<file path="src/rtl/lsa_pkg.sv">
// Shared types for the load/store aligner.
// Assumes a 32-bit data path split into four little-endian byte lanes.
package lsa_pkg;

    typedef enum logic [1:0] {
        SZ_BYTE = 2'd0,
        SZ_HALF = 2'd1,
        SZ_WORD = 2'd2,
        SZ_NONE = 2'd3
    } acc_size_e;

    typedef struct packed {
        logic      is_load;
        logic      is_store;
        logic      is_signed;
        acc_size_e size;
    } acc_info_t;

    localparam logic [5:0] OPC_LD_BS = 6'h20;
    localparam logic [5:0] OPC_LD_HS = 6'h21;
    localparam logic [5:0] OPC_LD_W  = 6'h23;
    localparam logic [5:0] OPC_LD_BU = 6'h24;
    localparam logic [5:0] OPC_LD_HU = 6'h25;
    localparam logic [5:0] OPC_ST_B  = 6'h28;
    localparam logic [5:0] OPC_ST_H  = 6'h29;
    localparam logic [5:0] OPC_ST_W  = 6'h2b;

endpackage

</file>
<file path="src/rtl/lsa_decode.sv">
// Opcode decoder: classifies an opcode as load, store or neither, and
// gives its access width and signedness.
// Assumes opcodes outside the eight memory codes are not memory operations.
module lsa_decode
    import lsa_pkg::*;
#(
    parameter int OP_W = 6
) (
    input  logic [OP_W-1:0] opcode,
    output acc_info_t       info
);

    // Table decode of the memory opcodes.
    always_comb begin
        info = '{is_load: 1'b0, is_store: 1'b0, is_signed: 1'b0, size: SZ_NONE};
        unique case (opcode)
            OPC_LD_BS: info = '{is_load: 1'b1, is_store: 1'b0, is_signed: 1'b1, size: SZ_BYTE};
            OPC_LD_HS: info = '{is_load: 1'b1, is_store: 1'b0, is_signed: 1'b1, size: SZ_HALF};
            OPC_LD_W:  info = '{is_load: 1'b1, is_store: 1'b0, is_signed: 1'b0, size: SZ_WORD};
            OPC_LD_BU: info = '{is_load: 1'b1, is_store: 1'b0, is_signed: 1'b0, size: SZ_BYTE};
            OPC_LD_HU: info = '{is_load: 1'b1, is_store: 1'b0, is_signed: 1'b0, size: SZ_HALF};
            OPC_ST_B:  info = '{is_load: 1'b0, is_store: 1'b1, is_signed: 1'b0, size: SZ_BYTE};
            OPC_ST_H:  info = '{is_load: 1'b0, is_store: 1'b1, is_signed: 1'b0, size: SZ_HALF};
            OPC_ST_W:  info = '{is_load: 1'b0, is_store: 1'b1, is_signed: 1'b0, size: SZ_WORD};
            default:   ;
        endcase
    end

endmodule

</file>
<file path="src/rtl/lsa_store_lane.sv">
// Lane planner: from the low address bits and the access width, it works
// out which byte lanes the access covers, copies the store source into
// those lanes, and flags addresses that do not suit the width.
// Assumes four byte lanes, little-endian (lane k = bits 8k+7:8k).
module lsa_store_lane
    import lsa_pkg::*;
#(
    parameter int DATA_W = 32
) (
    input  acc_size_e                     size,
    input  logic [$clog2(DATA_W/8)-1:0]   addr_lo,
    input  logic [DATA_W-1:0]             src,
    output logic [DATA_W/8-1:0]           lane_sel,
    output logic [DATA_W-1:0]             lane_data,
    output logic                          bad_align
);

    localparam int NLANE = DATA_W / 8;

    // Alignment rule: halfwords need bit 0 clear, words need bits 1:0 clear.
    always_comb begin
        unique case (size)
            SZ_HALF: bad_align = addr_lo[0];
            SZ_WORD: bad_align = |addr_lo[1:0];
            default: bad_align = 1'b0;
        endcase
    end

    for (genvar i = 0; i < NLANE; i++) begin : g_lane
        // Per-lane enable and source byte for the given width.
        always_comb begin
            unique case (size)
                SZ_BYTE: begin
                    lane_sel[i]         = (addr_lo == i[$clog2(NLANE)-1:0]);
                    lane_data[8*i +: 8] = src[7:0];
                end
                SZ_HALF: begin
                    lane_sel[i]         = (addr_lo[1] == i[1]);
                    lane_data[8*i +: 8] = src[8*(i%2) +: 8];
                end
                SZ_WORD: begin
                    lane_sel[i]         = 1'b1;
                    lane_data[8*i +: 8] = src[8*i +: 8];
                end
                default: begin
                    lane_sel[i]         = 1'b0;
                    lane_data[8*i +: 8] = src[8*i +: 8];
                end
            endcase
        end
    end

endmodule

</file>
<file path="src/rtl/lsa_load_extract.sv">
// Load extractor: picks the addressed byte or halfword out of a returned
// memory word and widens it to the full width by sign or zero extension.
// Assumes four little-endian byte lanes and a naturally aligned address.
module lsa_load_extract
    import lsa_pkg::*;
#(
    parameter int DATA_W = 32
) (
    input  logic [DATA_W-1:0]           rdata,
    input  logic [$clog2(DATA_W/8)-1:0] addr_lo,
    input  acc_size_e                   size,
    input  logic                        is_signed,
    output logic [DATA_W-1:0]           result
);

    localparam int NLANE = DATA_W / 8;

    logic [7:0]  lane_b [NLANE];
    logic [7:0]  pick_b;
    logic [15:0] pick_h;

    for (genvar i = 0; i < NLANE; i++) begin : g_split
        assign lane_b[i] = rdata[8*i +: 8];
    end

    // Lane selection for the byte and halfword cases.
    always_comb begin
        pick_b = lane_b[addr_lo];
        pick_h = addr_lo[1] ? rdata[31:16] : rdata[15:0];
    end

    // Width-dependent extension to the full register width.
    always_comb begin
        unique case (size)
            SZ_BYTE: result = {{(DATA_W-8){is_signed & pick_b[7]}}, pick_b};
            SZ_HALF: result = {{(DATA_W-16){is_signed & pick_h[15]}}, pick_h};
            default: result = rdata;
        endcase
    end

endmodule

</file>
<file path="src/rtl/lsa_aligner.sv">
// Load/store aligner top. Request cycle: forms the effective address,
// decodes the opcode, and issues either a read or lane-steered write,
// unless the access is misaligned. Next cycle: extends the returned word
// into the load result. Assumes memory returns read data exactly one
// cycle after mem_rd_en.
module lsa_aligner
    import lsa_pkg::*;
#(
    parameter int DATA_W = 32,
    parameter int DISP_W = 16,
    parameter int OP_W   = 6
) (
    input  logic              clk,
    input  logic              rst_n,
    input  logic              req_valid,
    input  logic [OP_W-1:0]   opcode,
    input  logic [DATA_W-1:0] base_val,
    input  logic [DISP_W-1:0] disp,
    input  logic [DATA_W-1:0] store_src,
    output logic [DATA_W-1:0] mem_addr,
    output logic              mem_rd_en,
    output logic [DATA_W/8-1:0] mem_wstrb,
    output logic [DATA_W-1:0] mem_wdata,
    output logic              misaligned,
    input  logic [DATA_W-1:0] mem_rdata,
    output logic              load_valid,
    output logic [DATA_W-1:0] load_result
);

    localparam int NLANE = DATA_W / 8;
    localparam int LO_W  = $clog2(NLANE);

    acc_info_t               info;
    logic [NLANE-1:0]        lane_sel;
    logic                    bad_align;
    logic                    mem_op;
    logic                    pend_q;
    logic [LO_W-1:0]         pend_lo_q;
    acc_size_e               pend_size_q;
    logic                    pend_sgn_q;

    // Effective address: base plus sign-extended displacement.
    assign mem_addr = base_val + {{(DATA_W-DISP_W){disp[DISP_W-1]}}, disp};

    lsa_decode #(.OP_W(OP_W)) u_dec (
        .opcode (opcode),
        .info   (info)
    );

    lsa_store_lane #(.DATA_W(DATA_W)) u_lane (
        .size      (info.size),
        .addr_lo   (mem_addr[LO_W-1:0]),
        .src       (store_src),
        .lane_sel  (lane_sel),
        .lane_data (mem_wdata),
        .bad_align (bad_align)
    );

    // Request-cycle gating of read, write and the misaligned flag.
    always_comb begin
        mem_op     = req_valid & (info.is_load | info.is_store);
        misaligned = mem_op & bad_align;
        mem_rd_en  = req_valid & info.is_load & ~bad_align;
        mem_wstrb  = (req_valid & info.is_store & ~bad_align) ? lane_sel : '0;
    end

    // Holds the lane, width and signedness of an issued load until data returns.
    always_ff @(posedge clk) begin
        if (!rst_n) begin
            pend_q      <= 1'b0;
            pend_lo_q   <= '0;
            pend_size_q <= SZ_NONE;
            pend_sgn_q  <= 1'b0;
        end else begin
            pend_q      <= mem_rd_en;
            pend_lo_q   <= mem_addr[LO_W-1:0];
            pend_size_q <= info.size;
            pend_sgn_q  <= info.is_signed;
        end
    end

    lsa_load_extract #(.DATA_W(DATA_W)) u_ext (
        .rdata     (mem_rdata),
        .addr_lo   (pend_lo_q),
        .size      (pend_size_q),
        .is_signed (pend_sgn_q),
        .result    (load_result)
    );

    assign load_valid = pend_q;

    // Misaligned access must not reach memory.
    p_mis_quiet_r5: assert property (@(posedge clk) disable iff (!rst_n)
        misaligned |-> (mem_wstrb == '0 && !mem_rd_en));

    // A byte store enables exactly one lane.
    p_byte_one_lane_r3: assert property (@(posedge clk) disable iff (!rst_n)
        (req_valid && opcode == OPC_ST_B) |-> ($countones(mem_wstrb) == 1));

    // An aligned halfword store enables one aligned lane pair.
    p_half_pair_r3: assert property (@(posedge clk) disable iff (!rst_n)
        (req_valid && opcode == OPC_ST_H && !misaligned)
            |-> (mem_wstrb == 4'b0011 || mem_wstrb == 4'b1100));

    // Reads and writes are never issued together.
    p_rd_wr_excl_r2: assert property (@(posedge clk) disable iff (!rst_n)
        mem_rd_en |-> (mem_wstrb == '0));

    // An issued read is answered in the next cycle.
    p_load_follows_r6: assert property (@(posedge clk) disable iff (!rst_n)
        mem_rd_en |=> load_valid);

    // A load result only appears after a read was issued.
    p_load_has_cause_r6: assert property (@(posedge clk) disable iff (!rst_n)
        load_valid |-> $past(mem_rd_en));

    // Unsigned byte results carry zero upper bits.
    p_ubyte_zero_r8: assert property (@(posedge clk) disable iff (!rst_n)
        (load_valid && pend_size_q == SZ_BYTE && !pend_sgn_q)
            |-> (load_result[DATA_W-1:8] == '0));

    // Signed halfword results replicate bit 15 upward.
    p_shalf_ext_r7: assert property (@(posedge clk) disable iff (!rst_n)
        (load_valid && pend_size_q == SZ_HALF && pend_sgn_q)
            |-> (load_result[DATA_W-1:16] == {(DATA_W-16){load_result[15]}}));

endmodule

</file>
<file path="config.mk">
export PLATFORM = sky130hd
export DESIGN_NAME = lsa_aligner
export DESIGN_NICKNAME = d
export VERILOG_FILES = /design/src/rtl/lsa_pkg.sv /design/src/rtl/lsa_decode.sv /design/src/rtl/lsa_store_lane.sv /design/src/rtl/lsa_load_extract.sv /design/src/rtl/lsa_aligner.sv
export SDC_FILE = /design/constraint.sdc
export NUM_CORES = 1
export LEC_CHECK = 0
export CAP_MARGIN = 0
export CORE_MARGIN = 4
export CORE_UTILIZATION = 39
export CTS_CLUSTER_DIAMETER = 200
export CTS_CLUSTER_SIZE = 40
export DETAILED_ROUTE_END_ITERATION = 16
export DONT_BUFFER_PORTS = 1
export SYNTH_ARGS = -nofsm -noshare
export SYNTH_HDL_FRONTEND = slang
export SYNTH_SLANG_ARGS = --single-unit
</file>
<file path="constraint.sdc">
create_clock -name clk -period 2.2 [get_ports clk]
set_clock_uncertainty 0.05 [all_clocks]
set_input_delay 0 -clock clk [delete_from_list [all_inputs] [get_ports clk]]
set_output_delay 0 -clock clk [all_outputs]
set_load 0.05 [all_outputs]
</file>
==> summary by stage <==
Run status
The run finished, with violations left. The checks that failed: setup timing.

Clocking
The clock tree from TritonCTS is done. The cell at the root of the clock tree is sky130_fd_sc_hd__clkbuf_8. The clock tree buffer depth is 2. Clock tree synthesis found a total of 6 sinks. The TritonCTS buffer count is 3. After clock tree synthesis, the clock-pin slew on the worst setup and hold paths is about 0.03 ns. CTS built an H-tree with a depth of 1.

Route
In the routed layout, each cell is associated on average with a via count of ~5.7. In the final routed layout, each cell accounts on average for 17.3 um. The first TritonRoute pass finished after 6 iterations.

In the routed design, unresolved DRC markers number 0. In this run the remaining antenna-violating nets after routing total 0. The routed wire length is ~12000 um. After the first detailed-routing iteration, the DRC count stood at 146.

For this block, the via count after detailed routing is 3869.

Timing
The minimum clock period is 2.27 ns. Across all setup checks in the final design, the least slack found is -0.0678 ns. The number of max-slew violations in the final report is 0.

The final-layout setup total negative slack is -0.235 ns. The count of final setup violators is 5. At the pin with the least slew margin, the transition time is ~0.6 ns.

Of the available clock period, the critical path in the final layout requires 103%. The achievable frequency is around 0.44 GHz. Setup repair after global routing could not meet its margin everywhere. The number of hold violations in the final report is 0. The worst-case headroom to the max-slew limit is between 50 and 60%.

Floorplan
From bottom edge to top edge, the die measures 97.5 um. The floorplan step set the die width to between 90 and 100 um. The floorplan step defined a die boundary enclosing ~9500 um2. After floorplanning, the core was sized to cover between 7000 and 8000 um2. The number of ports placed on the die boundary is approximately 220. Once the floorplan was initialized, standard cells occupied about 40% of the core. The standard-cell row count is 32.

Place
Summing all placed instances gives a cell area of roughly 4600 um2. The instance count after placement with tap cells included is around 650. The final RePlAce weighted congestion is 0.856. The HPWL after detailed placement is approximately 9800 um. Input and output buffers added on the ports amount to 0.

Logic synthesis
During synthesis, Yosys emitted a total of 0 warnings. The cell count after synthesis is 470. Counting flops and latches in the post-synthesis netlist gives 6. The top-area cell type share of the netlist area is between 10% and 20%. The post-synthesis net count is 627. In this run, synthesis inferred 0 flip-flops with an integrated enable. The netlist area before placement is 3130 um2.

For this run, the leading register cell type out of synthesis is sky130_fd_sc_hd__dfxtp_1. Synthesis instantiated 58 different standard cells from the library. The largest total area in the synthesized netlist belongs to sky130_fd_sc_hd__ha_1.

In the post-synthesis netlist, the biggest area contributors are sky130_fd_sc_hd__ha_1, sky130_fd_sc_hd__nand2_1, sky130_fd_sc_hd__a21oi_1. The proportion of register bits with asynchronous set or reset after synthesis is 0%. The average cell area after synthesis is approximately 6.6 um2. The sequential share of the synthesized area is approximately 3.8%.

Global routing
The global routing usage on met2 is 42.1%. For this run, global-route usage on met1 was measured as between 20 and 25%. Entering global routing, the biggest net connects 38 pins.

The first global-routing pass estimated between 15000 and 20000 um of wire. The busiest layer in global routing is met2. Global routing used ~22% of the available tracks. The total overflow left after global routing is 0. The number of global-route vias before repair is 3748.

The met3 track demand over resource is 4.24%. The initial antenna violation count was 1.

Critical path
The nature of the critical path startpoint is an input pin. The maximum fanout along the worst path is 3. Data on the critical path is required at its endpoint by ~2.2 ns. At the worst endpoint, the arrival time is about 2.2 ns.

The worst setup path is of the in -> out kind. The capturing element type of the critical path is an output port.

Finish
The finished layout holds approximately 670 standard cells, fillers aside. The share of cells above drive strength 1 is about a third. Leaving out fill and tap cells, the most frequent cell in the layout is sky130_fd_sc_hd__nand2_1. The layout-stage area growth over the synthesis result is 56.8%. The number of nets in the layout is 730. After filler insertion, the fill cell instance count of the layout stands at roughly 680. The top cell types in the final layout, fill and taps aside, are sky130_fd_sc_hd__nand2_1, sky130_fd_sc_hd__buf_4, sky130_fd_sc_hd__a21oi_1, sky130_fd_sc_hd__ha_1, sky130_fd_sc_hd__buf_12. Once layout is done, the placed cells without fillers occupy between 4000 and 5000 um2.

Min path
The worst hold path passes through 4 cells. The worst min-delay path category is in -> reg.

Power
The maximum vdd drop is 0.435 mV. In this run the static leakage power is ~2.2 nW. In this run the power density over the cells is 512 nW/um2.

Job
The max-capacitance violation count is 0.
## sequential cells by signal (all words and copies together) (netlist names)
| signal | flops |
|---|---|
| pend_size_q | 2 |
| load_valid | 1 |
| pend_lo_q | 2 |
| pend_sgn_q | 1 |
## final timing paths
| path | startpoint | end |
|---|---|---|
| min | opcode[5] | pend_size_q[0]$_SDFF_PN1_ |
| max | base_val[0] | mem_addr[28] |
## cell usage after synthesis, types with 8 or more instances
library cell,n
sky130_fd_sc_hd__ha_1,35
sky130_fd_sc_hd__nand2_1,87
sky130_fd_sc_hd__nor2b_1,18
sky130_fd_sc_hd__clkbuf_1,17
sky130_fd_sc_hd__a311oi_1,10
sky130_fd_sc_hd__nand2b_1,11
sky130_fd_sc_hd__inv_1,14
sky130_fd_sc_hd__a21oi_1,64
sky130_fd_sc_hd__nor3_1,8
sky130_fd_sc_hd__o21ai_0,21
sky130_fd_sc_hd__buf_4,8
sky130_fd_sc_hd__a221o_1,8
sky130_fd_sc_hd__a21o_1,15
sky130_fd_sc_hd__xnor2_1,19
sky130_fd_sc_hd__xor2_1,11
sky130_fd_sc_hd__mux2_2,17
sky130_fd_sc_hd__nor2_1,18
## cell type report
cell class,count,area [um2],area share [%]
repair buffers,126,1350,27.4
multi-input cells,421,3200,65.4
well taps,102,128,2.60
flip-flops and latches,6,120,2.45
diodes,1,2.50,0.0510
clock buffers,3,41.3,0.842
inverters,15,61.3,1.25
## timing repair
item,in CTS,in global routing
setup endpoints to repair,15,18
hold buffers,13,0
pin swaps,8,4
gates resized for setup,10,7
buffers inserted,0,3
endpoints found under the hold margin,14,0
## routing by layer
layer | part of all wire, % | vias up | wire, um
met2 | 51 | 186 | 5960
met3 | 8.2 | 18 | 956
met4 | 2.0 | 0 | 236
li1 | - | 1918 | -
met5 | 0 | - | 0
met1 | 39 | 1747 | 4510
## metrics by stage
step / utilization (%) / power, W / worst slack [ns] / hold slack [ns]
after floorplan: - / 0.00158 / -0.0681 / 0.0119
after global placement: 59.0 / 0.00223 / -0.0933 / -0.0496
after detailed placement: 59.0 / 0.00225 / -0.208 / -0.0496
after CTS: 62.2 / 0.00250 / -0.0526 / 0.102
after global routing: 63.1 / 0.00263 / -0.157 / 0.139
final: 63.1 / 0.00251 / -0.0678 / 0.106
## cell families (layout without fill, tap and decap cells)
family	Yosys count	count (layout)	synth area share [%]
compound gates	164	164	34.2
xor+xnor	30	30	8.41
fa+ha+maj	36	36	14.7
buf+inv	43	144	6.20
flops	6	6	3.84
mux	19	19	6.77
other cells	0	1	0
simple gates	172	172	25.9
## worst max-delay path: stages
cell                       delay [ns]
sky130_fd_sc_hd__ha_4            0.12
sky130_fd_sc_hd__inv_2           0.04
sky130_fd_sc_hd__fa_2            0.38
sky130_fd_sc_hd__nand2b_4        0.16
sky130_fd_sc_hd__a21o_1          0.19
sky130_fd_sc_hd__a2111o_1        0.43
sky130_fd_sc_hd__a21oi_4         0.22
sky130_fd_sc_hd__a31oi_4         0.13
sky130_fd_sc_hd__o21ai_4         0.22
sky130_fd_sc_hd__xor2_4          0.18
sky130_fd_sc_hd__buf_12          0.15
## power breakdown
| group | switching (W) | leakage, nW | internal (W) |
|---|---|---|---|
| registers | 0.00000692 | 0.0491 | 0.000114 |
| clock network | 0.0000436 | 0.0216 | 0.000117 |
| logic | 0.00135 | 2.13 | 0.000874 |
| total | 0.00141 | 2.20 | 0.00110 |
Note: power is estimated with default switching activity, not from simulation.
